File: config.mk
export PLATFORM = sky130hd
export DESIGN_NAME = bank_cross_waiter
export DESIGN_NICKNAME = d
export VERILOG_FILES = /design/src/rtl/bxw_pkg.sv /design/src/rtl/bxw_cfg_reg.sv /design/src/rtl/bxw_history.sv /design/src/rtl/bxw_cross_detect.sv /design/src/rtl/bank_cross_waiter.sv
export SDC_FILE = /design/constraint.sdc
export NUM_CORES = 1
export LEC_CHECK = 0
export BUFFER_PORTS_ARGS = -buffer_cell sky130_fd_sc_hd__buf_2
export CAP_MARGIN = 20
export CORE_UTILIZATION = 40
export DETAILED_ROUTE_END_ITERATION = 10
export PLACE_DENSITY = 0.75
export SLEW_MARGIN = 20
export SYNTH_ARGS = -nofsm -noshare
export SYNTH_HDL_FRONTEND = slang
export SYNTH_SLANG_ARGS = --single-unit
File: constraint.sdc
create_clock -name clk -period 2 [get_ports clk]
set_input_delay 0.1 -clock clk [delete_from_list [all_inputs] [get_ports clk]]
set_output_delay 0.1 -clock clk [all_outputs]
set_load 0.1 [all_outputs]
File: src/rtl/bxw_pkg.sv
package bxw_pkg;
  localparam int ADDR_W  = 16;
  localparam int MASK_W  = 4;
  localparam int CFG_W   = 16;
  localparam int SPACE_W = 2;

  // control register field positions
  localparam int MASK_LSB   = 0;
  localparam int PD_BIT     = MASK_LSB + MASK_W;
  localparam int STORE_LSB  = PD_BIT + 1;
  localparam int STORE_W    = 4;
  localparam int USED_BITS  = STORE_LSB + STORE_W;

  localparam logic [CFG_W-1:0] CFG_RESET = CFG_W'((1 << (MASK_W + 1)) - 1);

  typedef enum logic [SPACE_W-1:0] {
    SP_PROG_RD = 2'b00,
    SP_PROG_WR = 2'b01,
    SP_DATA_RD = 2'b10,
    SP_DATA_WR = 2'b11
  } space_e;

  typedef struct packed {
    logic [STORE_W-1:0] store;
    logic               pd_en;
    logic [MASK_W-1:0]  mask;
  } cfg_t;

  function automatic logic is_data(input logic [SPACE_W-1:0] sp);
    return sp[1];
  endfunction
endpackage

File: src/rtl/bxw_cfg_reg.sv
module bxw_cfg_reg
  import bxw_pkg::*;
#(
  parameter int DW = CFG_W
) (
  input  logic          clk,
  input  logic          rst,
  input  logic          wr_en,
  input  logic [DW-1:0] wr_data,
  output cfg_t          cfg,
  output logic [DW-1:0] rd_data
);
  localparam int FW = $bits(cfg_t);

  cfg_t cfg_q;

  always_ff @(posedge clk) begin
    if (rst) begin
      cfg_q <= cfg_t'(CFG_RESET[FW-1:0]);
    end else if (wr_en) begin
      cfg_q <= cfg_t'(wr_data[FW-1:0]);
    end
  end

  assign cfg = cfg_q;

  generate
    if (DW > FW) begin : g_pad
      assign rd_data = {{(DW-FW){1'b0}}, cfg_q};
    end else begin : g_nopad
      assign rd_data = cfg_q;
    end
  endgenerate
endmodule

File: src/rtl/bxw_history.sv
module bxw_history
  import bxw_pkg::*;
#(
  parameter int AW = ADDR_W,
  parameter int BW = MASK_W
) (
  input  logic               clk,
  input  logic               rst,
  input  logic               accept,
  input  logic [AW-1:0]      addr,
  input  logic [SPACE_W-1:0] space,
  output logic               prev_valid,
  output logic [BW-1:0]      prev_bank,
  output logic [SPACE_W-1:0] prev_space
);
  always_ff @(posedge clk) begin
    if (rst) begin
      prev_valid <= 1'b0;
      prev_bank  <= '0;
      prev_space <= SP_PROG_RD;
    end else if (accept) begin
      prev_valid <= 1'b1;
      prev_bank  <= addr[AW-1 -: BW];
      prev_space <= space;
    end
  end
endmodule

File: src/rtl/bxw_cross_detect.sv
module bxw_cross_detect
  import bxw_pkg::*;
#(
  parameter int BW = MASK_W
) (
  input  logic [BW-1:0]      cur_bank,
  input  logic [BW-1:0]      prev_bank,
  input  logic [BW-1:0]      mask,
  input  logic [SPACE_W-1:0] cur_space,
  input  logic [SPACE_W-1:0] prev_space,
  input  logic               pd_en,
  output logic               bank_cross,
  output logic               space_cross
);
  logic [BW-1:0] diff;

  generate
    for (genvar i = 0; i < BW; i++) begin : g_bit
      assign diff[i] = mask[i] & (cur_bank[i] ^ prev_bank[i]);
    end
  endgenerate

  logic class_change;
  logic pr_to_dr;

  always_comb begin
    bank_cross   = |diff;
    class_change = is_data(cur_space) != is_data(prev_space);
    pr_to_dr     = (prev_space == SP_PROG_RD) && (cur_space == SP_DATA_RD);
    space_cross  = class_change && (!pr_to_dr || pd_en);
  end
endmodule

File: src/rtl/bank_cross_waiter.sv
module bank_cross_waiter
  import bxw_pkg::*;
#(
  parameter int AW = ADDR_W,
  parameter int BW = MASK_W,
  parameter int DW = CFG_W
) (
  input  logic               clk,
  input  logic               rst,
  input  logic               req_valid,
  input  logic [AW-1:0]      req_addr,
  input  logic [SPACE_W-1:0] req_space,
  output logic               req_ready,
  output logic               mem_valid,
  output logic [AW-1:0]      mem_addr,
  output logic [SPACE_W-1:0] mem_space,
  input  logic               cfg_we,
  input  logic [DW-1:0]      cfg_wdata,
  output logic [DW-1:0]      cfg_rdata
);
  cfg_t               cfg;
  logic               prev_valid;
  logic [BW-1:0]      prev_bank;
  logic [SPACE_W-1:0] prev_space;
  logic               bank_cross;
  logic               space_cross;
  logic               waited_q;
  logic               penalty;
  logic               accept;

  bxw_cfg_reg #(.DW(DW)) u_cfg (
    .clk(clk), .rst(rst), .wr_en(cfg_we), .wr_data(cfg_wdata),
    .cfg(cfg), .rd_data(cfg_rdata)
  );

  bxw_history #(.AW(AW), .BW(BW)) u_hist (
    .clk(clk), .rst(rst), .accept(accept), .addr(req_addr), .space(req_space),
    .prev_valid(prev_valid), .prev_bank(prev_bank), .prev_space(prev_space)
  );

  bxw_cross_detect #(.BW(BW)) u_det (
    .cur_bank(req_addr[AW-1 -: BW]), .prev_bank(prev_bank), .mask(cfg.mask),
    .cur_space(req_space), .prev_space(prev_space), .pd_en(cfg.pd_en),
    .bank_cross(bank_cross), .space_cross(space_cross)
  );

  always_comb begin
    penalty   = req_valid && prev_valid && !waited_q && (bank_cross || space_cross);
    req_ready = !penalty;
    accept    = req_valid && !penalty;
  end

  always_ff @(posedge clk) begin
    if (rst) begin
      waited_q  <= 1'b0;
      mem_valid <= 1'b0;
      mem_addr  <= '0;
      mem_space <= SP_PROG_RD;
    end else begin
      waited_q  <= penalty;
      mem_valid <= accept;
      if (accept) begin
        mem_addr  <= req_addr;
        mem_space <= req_space;
      end
    end
  end
endmodule

# Word-level counts from Yosys, hierarchy flattened
# Index checks and enable logic that the tools add are counted.
# W data, S select, Z words.
[totals]
regBits = 34
input_bits = 38
out_inout_bits = 36
elab_cells = 32
[op_classes]
n_eq_ne = 2
bitwise_logic = 8
reduce_logical = 13
[op_table]
columns = ["cell", "n"]
rows = [
  ["$logic_and A1 B1 Y1", 6],
  ["$and A1 B1 Y1", 4],
  ["$reduce_or A4 Y1", 1],
  ["$xor A1 B1 Y1", 4],
  ["$logic_not A1 Y1", 3],
  ["$eq A2 B2 Y1 const B", 1],
  ["$logic_not A2 Y1", 1],
  ["$logic_or A1 B1 Y1", 2],
  ["$ne A1 B1 Y1", 1],
]

# Depth between registers and ports, before layout
# Gate-level depths: netlist of the first run.
[depth]
depth_word = 9
ltp_mapped = 6
mapped_depth_nobuf = 4

# Hierarchy
# From an unflattened synthesis of the first run, not the netlist that was laid out.
[unflattened]
cells_unflattened = 164
area_unflattened_um2 = 1652.8
[modules_own_cells]
columns = ["mod", "instances", "cells_per_inst", "area_each_um2", "seq_area_each_um2"]
rows = [
  ["bank_cross_waiter", 1, 86, 883.3, 400.4],
  ["bxw_cfg_reg", 1, 46, 456.7, 180.2],
  ["bxw_history", 1, 22, 241.5, 140.1],
  ["bxw_cross_detect", 1, 10, 71.3, 0.0],
]

# Worst setup path before layout of the first run
# OpenSTA, ideal clock, no wires.
[synth_path]
path_kind = "reg2out"
from = "register, netlist name mem_addr[12]"
to = "output port req_ready"
arrival_time_ps = 2289
slack_ps = -389
stages_incl_launch_ff = 5
cell_sequence = "dfxtp_1 xor2_1 a22oi_1 nand4_1 nand3_1"
[synth_rtl]
columns = ["item", "line", "text"]
rows = [
  ["end: declaration", "bank_cross_waiter.sv:13", "output logic req_ready,"],
]

# Worst setup path in the final report of the first run
[layout_path]
from = "register u_hist.prev_space[0]"
to = "output port req_ready"
[layout_via]
elab_chain_len = 8
[layout_lines]
columns = ["item", "line", "text"]
rows = [
  ["start: declaration", "bxw_history.sv:14", "output logic [SPACE_W-1:0] prev_space"],
  ["start signal: assignment", "bxw_history.sv:24", "prev_space <= space;"],
  ["$logic_not A2 Y1", "bxw_cross_detect.sv:29", "pr_to_dr = (prev_space == SP_PROG_RD) && (cur_space == SP_DATA_RD);"],
  ["$logic_and A1 B1 Y1", "bxw_cross_detect.sv:29", ""],
  ["$logic_not A1 Y1", "bxw_cross_detect.sv:30", "space_cross = class_change && (!pr_to_dr || pd_en);"],
  ["$logic_or A1 B1 Y1", "bxw_cross_detect.sv:30", ""],
  ["$logic_and A1 B1 Y1", "bxw_cross_detect.sv:30", ""],
  ["$logic_or A1 B1 Y1", "bank_cross_waiter.sv:48", "penalty = req_valid && prev_valid && !waited_q && (bank_cross || space_cross);"],
  ["$logic_and A1 B1 Y1", "bank_cross_waiter.sv:48", ""],
  ["$logic_not A1 Y1", "bank_cross_waiter.sv:49", "req_ready = !penalty;"],
]
# No other way between the ends.

==> impl_metrics.yaml, run 1 <==
synth:
  syn-instance-count: 139
  synth_top_area_cell: "dfxtp_1"
  synth-seq-area-share: 0.460
  synthTopCellsByCount: "nand2_1 (41), dfxtp_1 (30), mux2i_1 (27), buf_4 (8), nor2_1 (7)"
  ys_warn_count: 0
  synthArstFlopShare: 0
  yosysMostFrequentCell: "nand2_1"
  yosys_register_bits: 30
  synth_edf_count: 0
  synth.distinct_cells: 23
  synth_area_per_cell_sq_um: 9.40
  synthTopCellsByArea: "dfxtp_1 (46%), mux2i_1 (21%), nand2_1 (12%)"
  synth_top_cell_area_share: 0.460
  synth_area_sq_mm: 0.00131
  dominantRegCellSynth: "dfxtp_1"
final_layout:
  syn2layout_area_growth_pct: 32.9
  multi_input_area_sq_um: 612
  nets: 244
  fillers: 308
  post-route-cell-area_sq_mm: 0.00174
  antenna_cells: 0
  drive_gt1_frac: 0.376
  regArea_sq_um: 608
timing:
  max_freq_mhz: 555
  setup_viol: 0
  setup_tns_ns: 0
  fin_crit_ns: 1.80
  slew_viol_final: 0
  slew_headroom: 0.655
  rsz0062_at_grt: "no"
  fin_worst_skew_ns: 0.00380
  period_share: 0.901
  hold_viol: 0
  tightest_slew_ns: 0.514
floorplan:
  pin_count: 74
  dieArea_sq_mm: 0.00350
  die_w_um: 59.1
  core_sq_mm: 0.00308
  rows: 20
  die_h_um: 59.1
  start_util: 0.424
worst_hold_path:
  min_from: "req_addr[7]"
  whs_endpoint: "mem_addr[7]"
  hp-class: "input pin to register"
  min_delay_path_depth: 3
drt:
  drt-pass1-iter-count: 3
  wirelength_um: 2660
  ant_nets: 0
  drtIter0Drc: 6
  drt-vias-per-instance: 4.45
  routedWlPerCell_um: 10.7
  vias: 1109
  route.detailed.drc: 0
global_route:
  antenna_found_initial: 0
  grt_max_degree: 44
  grt_pass1_vias: 996
  grt_overflow: 0
  grt_pass1_wl_um: 4130
  grt_usage: 0.167
cts:
  ctsLongestPathBuffers: 2
  cts_made_buffers: 5
  clk_latency_ns: 0.32
  h-tree-depth: 2
  root_buffer: "clkbuf_4"
  cts_tree: "done"
  clk_pin_slew_worst_paths_ns: 0.08
  cts.sinks: 30
place:
  numPortBuffers: 59
  gp_congestion: 0.716
  dpl.hpwl_um: 1880
  dpl-instance-area_sq_mm: 0.00160
power:
  switching_share: 0.419
  seqPwrFrac: 0.422
  pwr-share-comb: 0.364
  intPower_w: 0.000920
  power_switching_w: 0.000664
  power.share.clock: 0.213
  ir_drop_mv: 0.496
  leakage_nw: 0.886
  power.density_mw_per_mm2: 912
worst_setup_path:
  critical_path_arrival_ns: 1.70
  reg2reg_to: "mem_addr[10]"
  critPathKind: "register to output port"
  worstSetupStartpointType: "register"
  r2r_setup_slack_ns: 0.34
  path_max_fanout: 3
  endpoint_kind: "output port"
  cp.required_ns: 1.90
  reg2reg_from: "mem_addr[12]"
  worstRegToRegCells: 5
job:
  drv_cap: 0
outcome:
  status: "complete, no violations"
==> worst max-delay path by stage <==
| stage | start | end | slack (ns) | cells after the start |
|---|---|---|---|---|
| 2_1_floorplan | u_cfg.cfg[1] | mem_valid | 0.05 | 5 |
| 3_3_place_gp | rst | waited_q | 0.30 | 3 |
| 3_5_place_dp | rst | waited_q | 0.28 | 3 |
| 4_1_cts | u_hist.prev_space[0] | req_ready | 0.06 | 4 |
| 5_1_grt | u_hist.prev_space[0] | req_ready | 0.07 | 4 |
| 6_report | u_hist.prev_space[0] | req_ready | 0.20 | 4 |
==> metrics by stage <==
step / power [W] / setup WS, ns / util / std cells / hold slack (ns)
3_5_place_dp: 0.00125 / 0.283 / 0.519 / 235 / 0.323
3_3_place_gp: 0.00124 / 0.300 / 0.519 / 235 / 0.324
6_report: 0.00158 / 0.199 / 0.564 / 249 / 0.0227
5_1_grt: 0.00166 / 0.0659 / 0.564 / 249 / 0.00267
4_1_cts: 0.00160 / 0.0557 / 0.558 / 248 / 0.00361
2_1_floorplan: 0.00117 / 0.0487 / - / 145 / 0.172
==> flip-flops by register name, summed over array words and instances, names as in the netlist <==
name,flops
u_hist.prev_space,2
u_cfg.cfg,9
mem_valid,1
u_hist.prev_valid,1
mem_addr,16
waited_q,1
==> repair_timing <==
item	CTS	global route
setup buffers	0	0
endpoints found under the hold margin	10	0
hold buffers	7	0
resized for setup	0	1
setup endpoints to repair	0	1
==> cell type report <==
| cell class | count | share of cell area |
|---|---|---|
| multi-input combinational | 97 | 0.353 |
| tap | 44 | 0.0317 |
| timing repair buffer | 69 | 0.229 |
| inverter | 3 | 0.00649 |
| clock buffer | 6 | 0.0296 |
| sequential | 30 | 0.350 |
==> power groups by stage <==
stage | clock network [W] | logic, W | registers [W]
after floorplan | 0 | 0.000210 | 0.000964
after global placement | 0 | 0.000561 | 0.000681
after detailed placement | 0 | 0.000566 | 0.000682
after CTS | 0.000358 | 0.000576 | 0.000669
after global routing | 0.000389 | 0.000601 | 0.000674
final | 0.000338 | 0.000577 | 0.000668
==> layout by cell type (no fill, tap or decap) <==
| master | Yosys | final |
|---|---|---|
| xor2_1 | 3 | 3 |
| mux2i_1 | 27 | 27 |
| and2_1 | 1 | 1 |
| buf_8 | 0 | 1 |
| nor2_1 | 7 | 7 |
| buf_4 | 8 | 2 |
| a22oi_1 | 2 | 2 |
| buf_2 | 0 | 58 |
| clkbuf_8 | 0 | 1 |
| clkbuf_4 | 0 | 6 |
| nor2b_1 | 1 | 1 |
| conb_1 | 1 | 7 |
| dfxtp_1 | 30 | 24 |
| o311ai_0 | 1 | 1 |
| dfxtp_2 | 0 | 6 |
| nand4_1 | 1 | 1 |
| a41o_1 | 1 | 1 |
| clkinv_1 | 1 | 1 |
| nand2b_1 | 1 | 1 |
| inv_1 | 2 | 2 |
| dlygate4sd3_1 | 0 | 7 |
| nand2_1 | 41 | 41 |
| nand3_2 | 0 | 1 |
| a221oi_2 | 1 | 1 |
| xor2_2 | 1 | 1 |
| and4_1 | 1 | 1 |
==> critical path, stage by stage, from the launching register on <==
cell,delay [ns]
dfxtp_2,0.33
o311ai_0,0.42
nand4_1,0.20
nand3_2,0.11
clkbuf_4,0.32
==> metal layers <==
layer	part of all wire	track usage	wire (um)	vias up
met2	0.47	0.287	1260	46
met4	0.022	0.102	59	0
met5	0	0	0	-
li1	-	-	-	572
met1	0.43	0.175	1150	483
met3	0.075	0.0590	200	8
==> logic make-up after synthesis <==
group | after synthesis | synth area share
other | 1 | 0.00287
flip-flops | 30 | 0.460
AO/OA/AOI/OAI | 5 | 0.0374
multiplexers | 27 | 0.207
XOR/XNOR | 4 | 0.0326
buffers and inverters | 18 | 0.0929
AND/OR/NAND/NOR | 54 | 0.168
Note: power is estimated with default switching activity, not from simulation.
==> run 2: changes to the inputs <==
REMOVE_ABC_BUFFERS = 1   (was unset)
SLEW_MARGIN = unset   (was 20)
==> impl_metrics.yaml, run 2 (synthesis gave the netlist of run 1 again) <==
floorplan:
  core_sq_mm: 0.00308
  dieArea_sq_mm: 0.00350
  rows: 20
  die_h_um: 59.1
  start_util: 0.424
  pin_count: 74
  die_w_um: 59.1
worst_setup_path:
  endpoint_kind: "output port"
  critical_path_arrival_ns: 1.67
  cp.required_ns: 1.90
  path_max_fanout: 3
  worstSetupStartpointType: "register"
  critPathKind: "register to output port"
  worstRegToRegCells: 5
job:
  drv_cap: 0
final_layout:
  regArea_sq_um: 601
  largest_reg_flops: 16
  multi_input_area_sq_um: 607
  syn2layout_area_growth_pct: 44.7
  fin_cells: 261
  post-route-cell-area_sq_mm: 0.00189
  final_common_cell: "buf_2"
  largest_register: "mem_addr"
  final_cell_mix: "buf_2 (58), nand2_1 (41), dfxtp_1 (30), mux2i_1 (27), dlygate4sd3_1 (18)"
  drive_gt1_frac: 0.327
  antenna_cells: 0
  fillers: 279
  nets: 254
drt:
  vias: 1128
  routedWlPerCell_um: 10.4
  wirelength_um: 2720
  ant_nets: 0
  drt-pass1-iter-count: 3
  drt-vias-per-instance: 4.32
  route.detailed.drc: 0
  drtIter0Drc: 28
cts:
  ctsLongestPathBuffers: 2
  clk_pin_slew_worst_paths_ns: 0.09
  post-cts-setup-buffers: 0
  cts.sinks: 30
  cts_made_buffers: 5
  clk_latency_ns: 0.33
  h-tree-depth: 2
  cts_tree: "done"
  root_buffer: "clkbuf_4"
place:
  dpl.hpwl_um: 1780
  numPortBuffers: 59
  dpl-instance-area_sq_mm: 0.00160
  dp_cells: 235
  gp_congestion: 0.757
global_route:
  top_usage_layer: "met2"
  grt_max_degree: 24
  grt_pass1_vias: 1051
  gr-usage-met2: 0.287
  use_met3: 0.0852
  met1_usage: 0.182
  grt_overflow: 0
  grt_usage: 0.169
  antenna_found_initial: 0
  grt_pass1_wl_um: 4280
power:
  total_power_w: 0.00189
  ir_drop_mv: 0.797
  leakage_nw: 0.955
  power.density_mw_per_mm2: 1000
timing:
  slew_headroom: 0.644
  setup_tns_ns: 0
  setup_viol: 0
  fin_crit_ns: 1.77
  max_freq_mhz: 566
  tightest_slew_ns: 0.531
  period_share: 0.883
  slew_viol_final: 0
  whs_ns: 0.0198
  hold_viol: 0
  rsz0062_at_grt: "no"
  fin_worst_skew_ns: 0.00888
worst_hold_path:
  min_delay_path_depth: 3
  hp-class: "input pin to register"
outcome:
  status: "complete, no violations"
[run 2: cell types whose count changed in the layout (fill, tap and decap cells not counted), sizes merged]
cell,before,now
buf,61,60
bufinv,0,2
dlygate4sd3,7,18
[run 2: final timing paths]
path / end / start / slack (ns)
worst max-delay path: req_ready / mem_addr[15] / 0.23
worst min-delay path: mem_addr[5] / req_addr[5] / 0.02
worst max register to register: mem_addr[14] / mem_addr[12] / 0.51
worst min register to register: mem_addr[5] / mem_addr[5] / 0.46
[run 2: metrics by stage]
stage | utilization | setup slack, ns
2_1_floorplan | - | -0.509
5_1_grt | 0.614 | 0.0849
4_1_cts | 0.610 | 0.0640
6_report | 0.614 | 0.233
3_3_place_gp | 0.519 | 0.466
3_5_place_dp | 0.519 | 0.462
[run 2: report_power, final]
group          switching, W  leakage, nW  internal, W
logic              0.000459        0.649     0.000135
registers         0.0000262        0.247     0.000640
clock network      0.000210       0.0585     0.000423
total              0.000696        0.955      0.00120
[run 2: repair_timing]
action                                  CTS  global route
endpoints found under the setup margin    0             1
resized for setup                         0             2
hold endpoints to repair                 19             1
hold buffers                             17             1
[run 2: final cells by class]
cell class / instances / share of cell area
tap: 44 / 0.0291
inverter: 3 / 0.00596
timing repair buffer: 79 / 0.267
clock buffer: 6 / 0.0271
multi-input combinational: 97 / 0.321
clock inverter: 2 / 0.0318
sequential: 30 / 0.318
[run 2: routing by layer]
| layer | wire length (um) | part of all wire | up-vias |
|---|---|---|---|
| li1 | - | - | 592 |
| met1 | 1160 | 0.43 | 485 |
| met2 | 1310 | 0.48 | 48 |
| met3 | 223 | 0.082 | 3 |
| met4 | 23 | 0.0084 | 0 |
| met5 | 0 | 0 | - |
[run 2: critical path, stage by stage, from the launching register on]
cell	delay, ns
dfxtp_1	0.34
xor2_1	0.16
a22oi_1	0.25
nand4_1	0.14
nand3_1	0.11
clkbuf_4	0.33
==> run 3: changes to the inputs <==
--- a/config.mk
+++ b/config.mk
@@ -7,3 +7,2 @@
 export LEC_CHECK = 0
-export BUFFER_PORTS_ARGS = -buffer_cell sky130_fd_sc_hd__buf_2
 export CAP_MARGIN = 20
@@ -11,3 +10,4 @@
 export DETAILED_ROUTE_END_ITERATION = 10
-export PLACE_DENSITY = 0.75
+export DONT_BUFFER_PORTS = 1
+export PLACE_DENSITY = 0.55
 export REMOVE_ABC_BUFFERS = 1
==> constraint.sdc (replaced) <==
create_clock -name clk -period 2 [get_ports clk]
set_input_delay 0.5 -clock clk [delete_from_list [all_inputs] [get_ports clk]]
set_output_delay 0.5 -clock clk [all_outputs]
set_load 0.1 [all_outputs]
==> impl_metrics.yaml, run 3 (synthesis gave the netlist of run 1 again) <==
outcome:
  status: "complete, no violations"
timing:
  fin_crit_ns: 1.96
  setup_viol: 0
  slew_viol_final: 0
  rsz0062_at_grt: "yes"
  hold_viol: 0
  setup_tns_ns: 0
  max_freq_mhz: 509
  fin_worst_skew_ns: 0.00489
  period_share: 0.981
final_layout:
  antenna_cells: 0
  drive_gt1_frac: 0.276
  post-route-util: 0.524
  nets: 208
  syn2layout_area_growth_pct: 23.6
  post-route-cell-area_sq_mm: 0.00161
  largest_reg_flops: 16
  final_cell_mix: "nand2_1 (41), buf_4 (31), dfxtp_1 (28), mux2i_1 (27)"
  final_common_cell: "nand2_1"
  largest_register: "mem_addr"
drt:
  drt-vias-per-instance: 4.65
  wirelength_um: 2550
  routedWlPerCell_um: 11.9
  drt-pass1-iter-count: 4
  drtIter0Drc: 16
  vias: 995
  ant_nets: 0
  route.detailed.drc: 0
worst_setup_path:
  critPathKind: "register to output port"
  path_cells: "xor2_1 -> a22oi_1 -> nand4_1 -> nand3_2 -> buf_12"
  crit_path_start: "mem_addr[12]"
  cp.required_ns: 1.50
  crit_family: "flip-flops"
  max_stage_delay_ns: 0.33
  critical_path_arrival_ns: 1.46
  path_max_fanout: 2
  worst-path-buf-inv: 1
  endpoint_kind: "output port"
  worstSetupStartpointType: "register"
  cp_slowest_cell: "dfxtp_2"
  reg2reg_from: "mem_addr[12]"
power:
  power.density_mw_per_mm2: 967
  leakage_nw: 0.764
  ir_drop_mv: 0.466
floorplan:
  start_util: 0.424
  die_w_um: 59.1
  core_sq_mm: 0.00308
  rows: 20
  pin_count: 74
  dieArea_sq_mm: 0.00350
  die_h_um: 59.1
cts:
  cts_made_buffers: 5
  cts_tree: "done"
  h-tree-depth: 2
  cts.sinks: 30
  clk_latency_ns: 0.32
  hold_buffers: 0
  clk_pin_slew_worst_paths_ns: 0.09
  ctsLongestPathBuffers: 2
  root_buffer: "clkbuf_4"
global_route:
  grt_pass1_vias: 916
  grt_overflow: 0
  grt_usage: 0.154
  grt_pass1_wl_um: 3820
  grt_max_degree: 30
  antenna_found_initial: 0
place:
  dpl-instance-area_sq_mm: 0.00154
  dpl.hpwl_um: 1960
  gp_congestion: 0.742
  numPortBuffers: 0
job:
  drv_cap: 0
worst_hold_path:
  hp-class: "input pin to register"
  min_from: "rst"
==> run 3: per-layer routing <==
layer | GRT usage | part of all wire | vias up
met5 | 0 | 0 | -
met3 | 0.0480 | 0.067 | 5
met4 | 0.0918 | 0.018 | 0
met2 | 0.271 | 0.51 | 42
li1 | - | - | 498
met1 | 0.160 | 0.40 | 450
==> run 3: worst paths after layout <==
kind             endpoint  depth (start not counted)  slack (ns)
min reg2reg   mem_addr[5]                          2        0.47
min          u_cfg.cfg[7]                          1        0.24
max             req_ready                          5        0.04
max reg2reg   mem_addr[4]                          5        0.51
==> run 3: through the flow <==
| stage | hold slack [ns] | setup slack (ns) | power, W | cells |
|---|---|---|---|---|
| after floorplan | 0.430 | -0.790 | 0.00114 | 130 |
| after global placement | 0.445 | 0.0592 | 0.00124 | 206 |
| after detailed placement | 0.448 | 0.0512 | 0.00124 | 206 |
| after CTS | 0.228 | 0.0114 | 0.00157 | 213 |
| after global routing | 0.214 | -0.0528 | 0.00162 | 214 |
| final | 0.241 | 0.0372 | 0.00156 | 214 |
==> run 3: timing repair <==
action                                  CTS  global route
endpoints found under the setup margin    1             1
gates cloned                              0             0
pin swaps                                 2             5
endpoints found under the hold margin     0             0
buffers inserted                          0             1
gates resized for setup                   3             3
==> run 3: power breakdown <==
part           internal (W)  leakage (nW)  switching (W)
logic              0.000123         0.485       0.000450
registers          0.000640         0.248      0.0000210
clock network      0.000126        0.0308       0.000199
total              0.000890         0.764       0.000671
==> run 3: worst reg2reg max path, stage by stage, from the launching register on <==
cell	delay [ns]
dfxtp_2	0.33
xor2_1	0.17
a221oi_2	0.27
a41o_1	0.21
buf_4	0.21
mux2i_1	0.22
==> run 3: area by class of cell <==
class                   instances  area, sq um
multi-input cells              97          624
well taps                      44         55.1
repair buffers                 33          273
flip-flops and latches         30          603
inverters                       3         11.3
clock buffers                   5         37.5
clock inverters                 2         10.0
fillers                       300         1460
